File: src/rtl/fpu_esc_pkg.sv
package fpu_esc_pkg;

    localparam int ESC_W  = 3;
    localparam int FLD_W  = 3;
    localparam int POP_W  = 2;
    localparam int FUNC_W = 4;
    localparam int OP_W   = 5;
    localparam int FMT_W  = 4;

    typedef enum logic [OP_W-1:0] {
        OP_NONE, OP_ADD, OP_MUL, OP_COM, OP_SUB, OP_SUBR, OP_DIV, OP_DIVR,
        OP_UCOM, OP_LOAD, OP_STORE, OP_XCH, OP_NOP, OP_CHS, OP_ABS, OP_TST,
        OP_XAM, OP_CONST, OP_TRANS, OP_DECTOP, OP_INCTOP, OP_FREE, OP_CLEX,
        OP_INIT, OP_LDENV, OP_STENV, OP_LDCW, OP_STCW, OP_RSTOR, OP_SAVE, OP_STSW
    } op_class_e;

    typedef enum logic [FMT_W-1:0] {
        MF_NONE, MF_I16, MF_I32, MF_I64, MF_F32, MF_F64, MF_F80, MF_BCD,
        MF_WORD, MF_ENV, MF_STATE
    } mem_fmt_e;

    typedef struct packed {
        op_class_e         op;
        logic [FUNC_W-1:0] func;
        logic [FLD_W-1:0]  src;
        logic [FLD_W-1:0]  dst;
        mem_fmt_e          fmt;
        logic              push;
        logic [POP_W-1:0]  pops;
        logic              invalid;
        logic              sw_mem;
        logic              sw_ax;
        logic              cw_mem;
    } dec_bundle_t;

    // Group arithmetic; rev swaps the reversed pairs in groups 4..7.
    function automatic op_class_e arith_op(input logic [FLD_W-1:0] grp, input logic rev);
        logic [FLD_W-1:0] k;
        op_class_e        op;
        k = (rev && grp[2]) ? {grp[2:1], ~grp[0]} : grp;
        case (k)
            3'd0:        op = OP_ADD;
            3'd1:        op = OP_MUL;
            3'd2, 3'd3:  op = OP_COM;
            3'd4:        op = OP_SUB;
            3'd5:        op = OP_SUBR;
            3'd6:        op = OP_DIV;
            default:     op = OP_DIVR;
        endcase
        return op;
    endfunction

    function automatic dec_bundle_t bad_bundle();
        dec_bundle_t b;
        b         = '0;
        b.invalid = 1'b1;
        return b;
    endfunction

endpackage

File: src/rtl/fpu_esc_mem_dec.sv
module fpu_esc_mem_dec
    import fpu_esc_pkg::*;
(
    input  logic [ESC_W-1:0] esc,
    input  logic [FLD_W-1:0] grp,
    output dec_bundle_t      bundle
);

    mem_fmt_e base_fmt;

    always_comb begin
        unique case (esc[2:1])
            2'd0:    base_fmt = esc[0] ? MF_F32 : MF_F32;
            2'd1:    base_fmt = MF_I32;
            2'd2:    base_fmt = MF_F64;
            default: base_fmt = MF_I16;
        endcase
    end

    always_comb begin
        bundle = '0;
        if (!esc[0]) begin
            // escapes 0/2/4/6: load operand, then group arithmetic
            bundle.op   = arith_op(grp, 1'b0);
            bundle.fmt  = base_fmt;
            bundle.pops = (grp == 3'd3) ? 2'd1 : 2'd0;
        end else if (!grp[2]) begin
            // escapes 1/3/5/7, groups 0..3: load / gap / store / store+pop
            bundle.fmt = base_fmt;
            unique case (grp[1:0])
                2'd0: begin bundle.op = OP_LOAD;  bundle.push = 1'b1; end
                2'd1: bundle = bad_bundle();
                2'd2: bundle.op = OP_STORE;
                default: begin bundle.op = OP_STORE; bundle.pops = 2'd1; end
            endcase
        end else begin
            unique case ({esc[2:1], grp[1:0]})
                4'b00_00: begin bundle.op = OP_LDENV; bundle.fmt = MF_ENV;  end
                4'b00_01: begin bundle.op = OP_LDCW;  bundle.fmt = MF_WORD; end
                4'b00_10: begin bundle.op = OP_STENV; bundle.fmt = MF_ENV;  end
                4'b00_11: begin bundle.op = OP_STCW;  bundle.fmt = MF_WORD; bundle.cw_mem = 1'b1; end
                4'b01_01: begin bundle.op = OP_LOAD;  bundle.fmt = MF_F80;  bundle.push = 1'b1; end
                4'b01_11: begin bundle.op = OP_STORE; bundle.fmt = MF_F80;  bundle.pops = 2'd1; end
                4'b10_00: begin bundle.op = OP_RSTOR; bundle.fmt = MF_STATE; end
                4'b10_10: begin bundle.op = OP_SAVE;  bundle.fmt = MF_STATE; end
                4'b10_11: begin bundle.op = OP_STSW;  bundle.fmt = MF_WORD; bundle.sw_mem = 1'b1; end
                4'b11_00: begin bundle.op = OP_LOAD;  bundle.fmt = MF_BCD;  bundle.push = 1'b1; end
                4'b11_01: begin bundle.op = OP_LOAD;  bundle.fmt = MF_I64;  bundle.push = 1'b1; end
                4'b11_10: begin bundle.op = OP_STORE; bundle.fmt = MF_BCD;  bundle.pops = 2'd1; end
                4'b11_11: begin bundle.op = OP_STORE; bundle.fmt = MF_I64;  bundle.pops = 2'd1; end
                default:  bundle = bad_bundle();
            endcase
        end
    end

endmodule

File: src/rtl/fpu_esc_reg_dec.sv
module fpu_esc_reg_dec
    import fpu_esc_pkg::*;
(
    input  logic [ESC_W-1:0] esc,
    input  logic [FLD_W-1:0] grp,
    input  logic [FLD_W-1:0] sub,
    output dec_bundle_t      bundle
);

    always_comb begin
        bundle = '0;
        unique case (esc)
            3'd0: begin
                bundle.op   = arith_op(grp, 1'b0);
                bundle.src  = sub;
                bundle.pops = (grp == 3'd3) ? 2'd1 : 2'd0;
            end
            3'd1: begin
                unique case (grp)
                    3'd0: begin bundle.op = OP_LOAD; bundle.src = sub; bundle.push = 1'b1; end
                    3'd1: begin bundle.op = OP_XCH;  bundle.src = sub; end
                    3'd2: bundle.op = OP_NOP;
                    3'd3: begin bundle.op = OP_STORE; bundle.dst = sub; bundle.pops = 2'd1; end
                    3'd4: begin
                        case (sub)
                            3'd0:    bundle.op = OP_CHS;
                            3'd1:    bundle.op = OP_ABS;
                            3'd4:    bundle.op = OP_TST;
                            3'd5:    bundle.op = OP_XAM;
                            default: bundle = bad_bundle();
                        endcase
                    end
                    3'd5: begin
                        if (sub == 3'd7) begin
                            bundle = bad_bundle();
                        end else begin
                            bundle.op   = OP_CONST;
                            bundle.func = {1'b0, sub};
                            bundle.push = 1'b1;
                        end
                    end
                    3'd6: begin
                        case (sub)
                            3'd6:    bundle.op = OP_DECTOP;
                            3'd7:    bundle.op = OP_INCTOP;
                            default: begin bundle.op = OP_TRANS; bundle.func = {1'b0, sub}; end
                        endcase
                    end
                    default: begin bundle.op = OP_TRANS; bundle.func = {1'b1, sub}; end
                endcase
            end
            3'd2: begin
                if (grp == 3'd5 && sub == 3'd1) begin
                    bundle.op   = OP_UCOM;
                    bundle.src  = 3'd1;
                    bundle.pops = 2'd2;
                end else begin
                    bundle = bad_bundle();
                end
            end
            3'd3: begin
                if (grp == 3'd4 && sub == 3'd2)                       bundle.op = OP_CLEX;
                else if (grp == 3'd4 && sub == 3'd3)                  bundle.op = OP_INIT;
                else if (grp == 3'd4 && (sub == 3'd4 || sub == 3'd5)) bundle.op = OP_NOP;
                else                                                  bundle = bad_bundle();
            end
            3'd4, 3'd6: begin
                bundle.op = arith_op(grp, 1'b1);
                if (grp == 3'd2 || grp == 3'd3) bundle.src = sub;
                else                            bundle.dst = sub;
                bundle.pops = {1'b0, grp == 3'd3} + {1'b0, esc[1]};
                if (esc[1] && grp == 3'd3) begin
                    if (sub == 3'd1) begin
                        bundle.src  = 3'd1;
                        bundle.pops = 2'd2;
                    end else begin
                        bundle = bad_bundle();
                    end
                end
            end
            3'd5: begin
                unique case (grp)
                    3'd0: begin bundle.op = OP_FREE;  bundle.dst = sub; end
                    3'd1: begin bundle.op = OP_XCH;   bundle.src = sub; end
                    3'd2: begin bundle.op = OP_STORE; bundle.dst = sub; end
                    3'd3: begin bundle.op = OP_STORE; bundle.dst = sub; bundle.pops = 2'd1; end
                    3'd4: begin bundle.op = OP_UCOM;  bundle.src = sub; end
                    3'd5: begin bundle.op = OP_UCOM;  bundle.src = sub; bundle.pops = 2'd1; end
                    default: bundle = bad_bundle();
                endcase
            end
            default: begin
                unique case (grp)
                    3'd0: begin bundle.op = OP_FREE; bundle.dst = sub; bundle.pops = 2'd1; end
                    3'd1: begin bundle.op = OP_XCH;  bundle.src = sub; end
                    3'd2, 3'd3: begin bundle.op = OP_STORE; bundle.dst = sub; bundle.pops = 2'd1; end
                    3'd4: begin
                        if (sub == 3'd0) begin
                            bundle.op    = OP_STSW;
                            bundle.sw_ax = 1'b1;
                        end else begin
                            bundle = bad_bundle();
                        end
                    end
                    default: bundle = bad_bundle();
                endcase
            end
        endcase
    end

endmodule

File: src/rtl/fpu_esc_decoder.sv
module fpu_esc_decoder
    import fpu_esc_pkg::*;
#(
    parameter bit REG_OUT = 1'b1
) (
    input  logic              clk,
    input  logic              rst_n,
    input  logic              in_valid,
    input  logic [ESC_W-1:0]  esc_num,
    input  logic [7:0]        modrm,
    input  logic              mem_form,
    output logic              out_valid,
    output logic [OP_W-1:0]   op_class,
    output logic [FUNC_W-1:0] func_sel,
    output logic [FLD_W-1:0]  src_off,
    output logic [FLD_W-1:0]  dst_off,
    output logic [FMT_W-1:0]  mem_fmt,
    output logic              push_req,
    output logic [POP_W-1:0]  pop_cnt,
    output logic              invalid,
    output logic              store_sw_mem,
    output logic              store_sw_ax,
    output logic              store_cw_mem
);

    localparam int GRP_LSB = FLD_W;

    logic [FLD_W-1:0] grp;
    logic [FLD_W-1:0] sub;
    dec_bundle_t      mem_b;
    dec_bundle_t      reg_b;
    dec_bundle_t      dec_b;
    dec_bundle_t      out_b;

    assign grp = modrm[GRP_LSB +: FLD_W];
    assign sub = modrm[FLD_W-1:0];

    fpu_esc_mem_dec u_mem (.esc(esc_num), .grp(grp), .bundle(mem_b));
    fpu_esc_reg_dec u_reg (.esc(esc_num), .grp(grp), .sub(sub), .bundle(reg_b));

    assign dec_b = mem_form ? mem_b : reg_b;

    generate
        if (REG_OUT) begin : g_reg
            typedef enum logic {ST_IDLE, ST_EMIT} state_e;
            state_e      state_q, state_d;
            dec_bundle_t bundle_q;

            always_comb begin
                unique case (state_q)
                    ST_IDLE: state_d = in_valid ? ST_EMIT : ST_IDLE;
                    ST_EMIT: state_d = in_valid ? ST_EMIT : ST_IDLE;
                endcase
            end

            always_ff @(posedge clk) begin
                if (!rst_n) state_q <= ST_IDLE;
                else        state_q <= state_d;
            end

            always_ff @(posedge clk) begin
                if (!rst_n)        bundle_q <= '0;
                else if (in_valid) bundle_q <= dec_b;
            end

            assign out_valid = (state_q == ST_EMIT);
            assign out_b     = bundle_q;

            AST_STROBE_EMITS: assert property (@(posedge clk) disable iff (!rst_n)
                in_valid |=> out_valid) else $error("strobe not emitted");
            AST_IDLE_SILENT: assert property (@(posedge clk) disable iff (!rst_n)
                !in_valid |=> !out_valid) else $error("spurious valid");
            AST_HOLD_BUNDLE: assert property (@(posedge clk) disable iff (!rst_n)
                !in_valid |=> $stable(bundle_q)) else $error("bundle moved");
            AST_PUSH_NO_POP: assert property (@(posedge clk) disable iff (!rst_n)
                out_valid && bundle_q.push |-> bundle_q.pops == '0) else $error("push with pop");
            AST_INVALID_QUIET: assert property (@(posedge clk) disable iff (!rst_n)
                out_valid && bundle_q.invalid |-> !bundle_q.push && bundle_q.pops == '0 &&
                !bundle_q.sw_mem && !bundle_q.sw_ax && !bundle_q.cw_mem) else $error("invalid not quiet");
            AST_POP_LIMIT: assert property (@(posedge clk) disable iff (!rst_n)
                bundle_q.pops != 2'd3) else $error("pop count 3");
            AST_ONE_STORE: assert property (@(posedge clk) disable iff (!rst_n)
                $onehot0({bundle_q.sw_mem, bundle_q.sw_ax, bundle_q.cw_mem})) else $error("two stores");
        end else begin : g_comb
            assign out_valid = in_valid;
            assign out_b     = dec_b;
        end
    endgenerate

    assign op_class     = out_b.op;
    assign func_sel     = out_b.func;
    assign src_off      = out_b.src;
    assign dst_off      = out_b.dst;
    assign mem_fmt      = out_b.fmt;
    assign push_req     = out_b.push;
    assign pop_cnt      = out_b.pops;
    assign invalid      = out_b.invalid;
    assign store_sw_mem = out_b.sw_mem;
    assign store_sw_ax  = out_b.sw_ax;
    assign store_cw_mem = out_b.cw_mem;

endmodule

File: config.mk
export PLATFORM = sky130hd
export DESIGN_NAME = fpu_esc_decoder
export DESIGN_NICKNAME = d
export VERILOG_FILES = /design/src/rtl/fpu_esc_pkg.sv /design/src/rtl/fpu_esc_mem_dec.sv /design/src/rtl/fpu_esc_reg_dec.sv /design/src/rtl/fpu_esc_decoder.sv
export SDC_FILE = /design/constraint.sdc
export NUM_CORES = 1
export LEC_CHECK = 0
export CORE_MARGIN = 2
export CORE_UTILIZATION = 45
export CTS_BUF_LIST = sky130_fd_sc_hd__clkbuf_4 sky130_fd_sc_hd__clkbuf_8
export CTS_CLUSTER_SIZE = 25
export DETAILED_ROUTE_END_ITERATION = 8
export GPL_TIMING_DRIVEN = 1
export PLACE_DENSITY_LB_ADDON = 0.05
export SLEW_MARGIN = 20
export SYNTH_ARGS = -nofsm -noshare
export SYNTH_HDL_FRONTEND = slang
export SYNTH_SLANG_ARGS = --single-unit
File: constraint.sdc
create_clock -name clk -period 6.91 [get_ports clk]
set_input_delay 1.382 -clock clk [delete_from_list [all_inputs] [get_ports clk]]
set_output_delay 1.382 -clock clk [all_outputs]
set_load 0.02 [all_outputs]
==> impl_summary.log, run 1 <==
[metrics] overall power consumption: 0.379 mW
[metrics] post-cts hold buffer count: 0
[metrics] Crit Path Class: primary input to flip-flop
[metrics] CP Capture Type: flip-flop
[metrics] async set-reset flop share out of synthesis: 0%
[metrics] result of the run: finished clean
[metrics] number of antenna violations at the first check in global routing: 0
[metrics] synthesized-area fraction occupied by ao, oa, aoi and oai cells: 32.4%
[metrics] Warnings, synthesis: 0
[metrics] Syn Nets: 360
[metrics] share of synthesized cell area in full adder, half adder and majority cells: 4.72%
[metrics] clock insertion delay at the later pin of the skew report: 270 ps
[metrics] total number of vias: 2647
[metrics] final net count: 381
[metrics] overall routing resource usage: 27.7%
[metrics] Synth top area share: 23.2%
[metrics] unrepaired setup endpoints after global routing: no
[metrics] startpoint class of the critical path: primary input
[metrics] clock tree from TritonCTS: done
[metrics] global-route wire length before repair: 13200 um
[metrics] clock-pin transition on the worst setup and hold timing paths: 120 ps
[metrics] antenna-violating nets left: 0
[metrics] post-synthesis share of cell area spent on xor and xnor gates: 1.13%
[metrics] combinational family with the most area after synthesis: compound AO/OA/AOI/OAI gates
[metrics] library cells used by synthesis: 60
[metrics] largest driver fanout on the critical path: 16
[metrics] Relative slew margins: 36.1%
[metrics] area of the placeable core: 5040 um^2
[metrics] Synth area leaders: sky130_fd_sc_hd__dfxtp_1, sky130_fd_sc_hd__nand2_1, sky130_fd_sc_hd__o21ai_0
[metrics] total of flip-flops plus latches after synthesis: 27
[metrics] maximum number of pins on one net before global-route repair: 35
[metrics] Root Buffer: sky130_fd_sc_hd__clkbuf_8
[metrics] Required @ worst endpoint: 7090 ps
[metrics] count of max-cap constraint violations: 0
[metrics] placed wire-length estimate: 5200 um
[metrics] worst endpoint data arrival time: 4350 ps
[metrics] Synth Cell Area: 2330 um^2
[metrics] initial cell density of the core: 46.3%
[metrics] Die ar.: 5780 um^2
[metrics] cell taking the most area after synthesis: sky130_fd_sc_hd__dfxtp_1
[metrics] basic-gate share of the synthesized area counting and, or, nand and nor cells: 30.2%
[metrics] Achievable Freq: 240 MHz
[metrics] Total Wirelength: 7750 um
[metrics] worst hold path stage count: 2
[metrics] final hold violation count: 0
[metrics] Final period util: 60.3%
[metrics] slew of the pin with the lowest slew margin: 956 ps
[metrics] Final GP Congestion: 0.924
[metrics] Main synth FF type: sky130_fd_sc_hd__dfxtp_1
[metrics] post-route insts no fill: 427
[metrics] clock buffers created by TritonCTS: 3
[metrics] detailed router's first-iteration violation count: 464
[metrics] post-CTS sizing: 0
[metrics] quantity of I/O buffers inserted on ports: 39
[metrics] die span in x: 76.0 um
[metrics] minimum hold slack: 463 ps
[metrics] number of standard cells after synthesis: 337
[metrics] antenna diode count: 0
[metrics] vias per inst: 6.20
[metrics] final setup TNS: 0 ps
[metrics] final slew viol count: 0
[metrics] fraction of layout cells with a size suffix above 1: 4.76%
[metrics] worst hold-check path type: flip-flop to flip-flop
[metrics] total setup violations reported at the end of the flow: 0
[metrics] number of flops mapped to enable cells by yosys: 0
[metrics] Layout Skew: 0 ps
[metrics] Max rail drop VDD: 0.109 mV
[metrics] layout overhead on the synthesized area: 19.0%
[metrics] sequential element share of the synthesized area: 23.2%
[metrics] Setup Buffers After CTS: 0
[metrics] Cell Count Post-Placement: 423
[metrics] final critical delay including setup and external delays: 4170 ps
[metrics] first-pass iteration count of the detailed router: 5
[metrics] Post-Synthesis Mean Instance Area: 6.92 um^2
[metrics] deepest clock path buffer count: 2
[metrics] via count of the first global-routing pass: 2484
[metrics] sink count of the clock tree: 27
[metrics] FF-to-FF path depth: 4
[metrics] average wire per cell in the routed design: 18.1 um
[metrics] placement row count: 26
[metrics] height of the chip: 76.0 um
[metrics] Pwr Density: 137 nW/um^2
[metrics] number of DRC violations after detailed routing: 0
[metrics] Leak: 0.938 nW
[metrics] remaining global-route overflow: 0
[metrics] mux contribution to synthesized area: 0.429%
[metrics] register-to-register setup slack: 5670 ps
[metrics] number of H-tree levels: 1
[metrics] post-layout util: 55.1%
[metrics] # IOs: 42
final timing paths:
check / start / end
worst min register to register: dst_off[0] / dst_off[0]
worst max-delay path: modrm[4] / src_off[0]
worst max register to register: op_class[1] / op_class[1]
worst min-delay path: dst_off[0] / dst_off[0]
synthesized netlist by cell type, types with 4 or more instances:
library cell	instances
sky130_fd_sc_hd__a2111oi_0	4
sky130_fd_sc_hd__a211oi_1	5
sky130_fd_sc_hd__a21boi_0	5
sky130_fd_sc_hd__a21oi_1	21
sky130_fd_sc_hd__a22oi_1	6
sky130_fd_sc_hd__a31oi_1	6
sky130_fd_sc_hd__and2_1	4
sky130_fd_sc_hd__buf_1	4
sky130_fd_sc_hd__buf_2	13
sky130_fd_sc_hd__clkbuf_1	11
sky130_fd_sc_hd__dfxtp_1	27
sky130_fd_sc_hd__ha_1	8
sky130_fd_sc_hd__inv_1	11
sky130_fd_sc_hd__nand2_1	39
sky130_fd_sc_hd__nand2b_1	7
sky130_fd_sc_hd__nand3_1	13
sky130_fd_sc_hd__nand4_1	6
sky130_fd_sc_hd__nor2_1	27
sky130_fd_sc_hd__nor2b_1	13
sky130_fd_sc_hd__nor3_1	11
sky130_fd_sc_hd__nor4_1	6
sky130_fd_sc_hd__o21a_1	4
sky130_fd_sc_hd__o21ai_0	28
sky130_fd_sc_hd__o22ai_1	4
sky130_fd_sc_hd__o2bb2ai_1	4
sky130_fd_sc_hd__o31ai_1	4
where the power goes:
part	internal (mW)	leakage (nW)	switching, mW
Sequential	0.160	0.219	0.00196
Clock	0.0411	0.0217	0.0585
Combinational	0.0427	0.697	0.0748
cell families after synthesis:
logic type	Yosys count
compound gates	114
fa+ha+maj	9
mux	1
flops	27
xor+xnor	3
simple gates	140
buf+inv	43
through the flow:
step                      cell area (um^2)  setup WS [ps]
final                                 2780           2740
after global routing                  2780           2530
after CTS                             2780           2790
after detailed placement              2730           2480
after global placement                2730           2560
after floorplan                       2330           3710
sequential cells by signal (all words and copies together) (netlist names):
signal        flops
op_class          5
func_sel          4
mem_fmt           4
dst_off           3
src_off           3
pop_cnt           2
invalid           1
out_valid         1
push_req          1
store_cw_mem      1
store_sw_ax       1
store_sw_mem      1
layout make-up:
type	instances	area [um^2]
tap	70	87.6
clock buffer	3	41.3
timing repair buffer	46	443
sequential	27	541
fill	517	2270
inverter	13	48.8
multi-input combinational	267	1610
clock inverter	1	7.51
critical path, cell delays in order:
cell and delay [ps]:
sky130_fd_sc_hd__clkdlybuf4s50_1 850, sky130_fd_sc_hd__buf_4 320, sky130_fd_sc_hd__inv_1 160, sky130_fd_sc_hd__ha_1 360
sky130_fd_sc_hd__nor2b_1 200, sky130_fd_sc_hd__nor2_1 60, sky130_fd_sc_hd__o311ai_1 420, sky130_fd_sc_hd__a21boi_1 110
sky130_fd_sc_hd__a2111oi_0 410, sky130_fd_sc_hd__nor2_1 70
layer usage:
layer	wire length [um]	vias up	track usage [%]
met5	0	-	0
met4	195	0	6.18
met3	604	22	4.03
met2	3540	133	45.5
met1	3400	1223	38.7
li1	-	1269	-
cells in the final DEF, fill, tap and decap left out, types with 3 or more instances in the layout:
| cell | instances |
|---|---|
| sky130_fd_sc_hd__a2111oi_0 | 4 |
| sky130_fd_sc_hd__a211oi_1 | 5 |
| sky130_fd_sc_hd__a21boi_0 | 5 |
| sky130_fd_sc_hd__a21boi_1 | 3 |
| sky130_fd_sc_hd__a21oi_1 | 21 |
| sky130_fd_sc_hd__a22oi_1 | 6 |
| sky130_fd_sc_hd__a31oi_1 | 6 |
| sky130_fd_sc_hd__and2_1 | 4 |
| sky130_fd_sc_hd__buf_4 | 7 |
| sky130_fd_sc_hd__clkbuf_8 | 3 |
| sky130_fd_sc_hd__clkdlybuf4s50_1 | 39 |
| sky130_fd_sc_hd__dfxtp_1 | 27 |
| sky130_fd_sc_hd__ha_1 | 8 |
| sky130_fd_sc_hd__inv_1 | 11 |
| sky130_fd_sc_hd__nand2_1 | 39 |
| sky130_fd_sc_hd__nand2b_1 | 7 |
| sky130_fd_sc_hd__nand3_1 | 13 |
| sky130_fd_sc_hd__nand4_1 | 6 |
| sky130_fd_sc_hd__nor2_1 | 27 |
| sky130_fd_sc_hd__nor2b_1 | 13 |
| sky130_fd_sc_hd__nor3_1 | 11 |
| sky130_fd_sc_hd__nor3b_1 | 3 |
| sky130_fd_sc_hd__nor4_1 | 6 |
| sky130_fd_sc_hd__o21a_1 | 4 |
| sky130_fd_sc_hd__o21ai_0 | 28 |
| sky130_fd_sc_hd__o22ai_1 | 4 |
| sky130_fd_sc_hd__o2bb2ai_1 | 4 |
| sky130_fd_sc_hd__o31ai_1 | 4 |
(Power assumes the default switching activity.)
==> run 2, diff against run 1 <==
- clock period: 6.91 -> 4.17 ns (I/O delays scaled with it)
==> impl_summary.log, run 2 (synthesized netlist as in run 1, its figures left out) <==
[metrics] result of the run: finished clean (unchanged)
[metrics] final slew viol count: 0 (unchanged)
[metrics] count of max-cap constraint violations: 0 (unchanged)
[metrics] worst endpoint data arrival time: 3150 ps (was 4350 ps)
[metrics] clock network power share: 25.9% (was 26.3%)
[metrics] Cell Count Post-Placement: 430 (was 423)
[metrics] final setup TNS: 0 ps (unchanged)
[metrics] fraction of layout cells with a size suffix above 1: 6.59% (was 4.76%)
[metrics] Critical Path Most Common Cell: sky130_fd_sc_hd__nor2_1 (unchanged)
[metrics] leading cell types in the layout, fill and taps excluded: sky130_fd_sc_hd__nand2_1, sky130_fd_sc_hd__clkdlybuf4s50_1, sky130_fd_sc_hd__o21ai_0, sky130_fd_sc_hd__nor2_1, sky130_fd_sc_hd__dfxtp_1 (unchanged)
[metrics] number of flip-flops in the largest register: 5 (unchanged)
[metrics] Worst Hold End: dst_off[0] (unchanged)
[metrics] number of H-tree levels: 1 (unchanged)
[metrics] post-CTS sizing: 0 (unchanged)
[metrics] final critical delay including setup and external delays: 2970 ps
[metrics] register-to-register setup slack: 3040 ps (was 5670 ps)
[metrics] proportion of total power due to net switching: 35.6% (was 35.7%)
[metrics] Achievable Freq: 337 MHz
[metrics] antenna diode count: 0 (unchanged)
[metrics] clock-pin transition on the worst setup and hold timing paths: 110 ps (was 120 ps)
[metrics] antenna-violating nets left: 0 (unchanged)
[metrics] first-pass iteration count of the detailed router: 5 (unchanged)
[metrics] die span in x: 76.0 um (unchanged)
[metrics] deepest clock path buffer count: 2 (unchanged)
[metrics] maximum number of pins on one net before global-route repair: 34 (was 35)
[metrics] Crit Path Class: primary input to flip-flop (unchanged)
[metrics] sink count of the clock tree: 27 (unchanged)
[metrics] largest driver fanout on the critical path: 7 (was 16)
[metrics] Reg power frac: 42.3% (was 42.7%)
[metrics] Die ar.: 5780 um^2 (unchanged)
[metrics] Layout Skew: 0 ps (unchanged)
[metrics] Max rail drop VDD: 0.141 mV (was 0.109 mV)
[metrics] number of DRC violations after detailed routing: 0 (unchanged)
[metrics] worst hold path stage count: 2 (unchanged)
[metrics] unrepaired setup endpoints after global routing: no (unchanged)
[metrics] detailed router's first-iteration violation count: 360 (was 464)
[metrics] total number of vias: 2663 (was 2647)
[metrics] global-route wire length before repair: 13700 um (was 13200 um)
[metrics] Largest stage delay, worst path: 560 ps (was 850 ps)
[metrics] FF-to-FF path depth: 4 (unchanged)
[metrics] worst hold-check path type: flip-flop to flip-flop (unchanged)
[metrics] placement row count: 26 (unchanged)
[metrics] final net count: 388 (was 381)
[metrics] Leak: 0.972 nW (was 0.938 nW)
[metrics] layout overhead on the synthesized area: 21.2% (was 19.0%)
[metrics] # IOs: 42 (unchanged)
[metrics] clock insertion delay at the later pin of the skew report: 280 ps (was 270 ps)
[metrics] vias per inst: 6.14 (was 6.20)
[metrics] clock tree from TritonCTS: done (unchanged)
[metrics] delay-heaviest family, CP: compound AO/OA/AOI/OAI gates (was buffers and inverters)
[metrics] CP Capture Type: flip-flop (unchanged)
[metrics] startpoint class of the critical path: primary input (unchanged)
[metrics] Total Wirelength: 7990 um (was 7750 um)
[metrics] Root Buffer: sky130_fd_sc_hd__clkbuf_8 (unchanged)
[metrics] Setup Buffers After CTS: 0 (unchanged)
[metrics] post-layout util: 56.1% (was 55.1%)
[metrics] Final period util: 71.2%
[metrics] hold_sp: dst_off[0] (unchanged)
[metrics] post-route insts no fill: 434 (was 427)
[metrics] remaining global-route overflow: 0 (unchanged)
[metrics] Layout fillers: 519 (was 517)
[metrics] Relative slew margins: 42.1% (was 36.1%)
[metrics] average wire per cell in the routed design: 18.4 um (was 18.1 um)
[metrics] internal power: 0.409 mW (was 0.244 mW)
[metrics] startpoint of the lowest-slack register-to-register path: op_class[1] (unchanged)
[metrics] clock buffers created by TritonCTS: 3 (unchanged)
[metrics] worst-path cell with the longest stage delay: sky130_fd_sc_hd__clkdlybuf4s50_1 (unchanged)
[metrics] height of the chip: 76.0 um (unchanged)
[metrics] final hold violation count: 0 (unchanged)
[metrics] combined buffer and inverter count along the critical path: 2 (was 3)
[metrics] via count of the first global-routing pass: 2620 (was 2484)
[metrics] overall routing resource usage: 29.2% (was 27.7%)
[metrics] Pwr Density: 224 nW/um^2 (was 137 nW/um^2)
[metrics] Final GP Congestion: 0.997 (was 0.924)
[metrics] placed wire-length estimate: 5670 um (was 5200 um)
[metrics] number of antenna violations at the first check in global routing: 0 (unchanged)
[metrics] total setup violations reported at the end of the flow: 0 (unchanged)
[metrics] Required @ worst endpoint: 4360 ps (was 7090 ps)
[metrics] worst reg2reg endpoint: op_class[1] (unchanged)
[metrics] area of the placeable core: 5040 um^2 (unchanged)
[metrics] cells traversed along the worst timing path: clkdlybuf4s50_1 -> inv_1 -> ha_1 -> nor2b_1 -> nor2_1 -> o311ai_1 -> a21boi_1 -> a2111oi_0 -> nor2_1 (was clkdlybuf4s50_1 -> buf_4 -> inv_1 -> ha_1 -> nor2b_1 -> nor2_1 -> o311ai_1 -> a21boi_1 -> a2111oi_0 -> nor2_1)
[metrics] post-cts hold buffer count: 0 (unchanged)
[metrics] slew of the pin with the lowest slew margin: 866 ps (was 956 ps)
[metrics] relative contribution of combinational cells to total power: 31.8% (was 31.0%)
[metrics] quantity of I/O buffers inserted on ports: 39 (unchanged)
[metrics] initial cell density of the core: 46.3% (unchanged)
[metrics] power spent charging and discharging nets: 0.226 mW (was 0.135 mW)
-- run 2: changes by cell type in the layout (fill, tap and decap cells not counted), sizes merged --
cell  delta
buf      +7
-- run 2: how the worst max path moves through the flow --
stage	startpoint	end	cells after the start
finish	modrm[4]	src_off[0]	9
global route	modrm[4]	op_class[2]	9
CTS	modrm[4]	src_off[0]	9
detailed placement	modrm[4]	src_off[0]	9
global placement	modrm[3]	op_class[0]	8
floorplan	modrm[5]	src_off[0]	9
-- run 2: routing by layer --
metal  up-vias  track usage, %  part of all wire [%]
li1       1279               -                     -
met1      1237            39.5                    44
met5         -               0                     0
met4         0            11.8                   2.5
met2       132            45.9                    45
met3        15            5.81                   9.0
-- run 2: final cells by class --
cell class	instances	area, um^2	share of cell area (%)
multi-input combinational	267	1610	56.8
sequential	27	541	19.1
timing repair buffer	53	495	17.5
tap	70	87.6	3.10
inverter	13	48.8	1.72
clock buffer	3	41.3	1.46
clock inverter	1	7.51	0.265
-- run 2: metrics by stage --
| stage | power (mW) | instance area, um^2 | worst slack, ps | hold WS, ps |
|---|---|---|---|---|
| floorplan | 0.401 | 2330 | 1520 | 533 |
| global placement | 0.472 | 2780 | 933 | 445 |
| detailed placement | 0.472 | 2780 | 877 | 451 |
| CTS | 0.637 | 2830 | 1180 | 467 |
| global route | 0.668 | 2830 | 947 | 491 |
| finish | 0.635 | 2830 | 1200 | 460 |
-- run 2: power by group through the flow --
stage	Sequential, mW	Clock, mW	Combinational (mW)
after global routing	0.270	0.177	0.221
after detailed placement	0.275	0	0.198
final	0.269	0.164	0.202
after floorplan	0.284	0	0.117
after global placement	0.274	0	0.198
after CTS	0.269	0.170	0.198
-- run 2: worst reg2reg max path, stage by stage (launching register included) --
cell,delay (ps)
sky130_fd_sc_hd__dfxtp_1,320
sky130_fd_sc_hd__nor2b_1,130
sky130_fd_sc_hd__nor4_1,270
sky130_fd_sc_hd__a31oi_1,120
sky130_fd_sc_hd__a31o_1,190
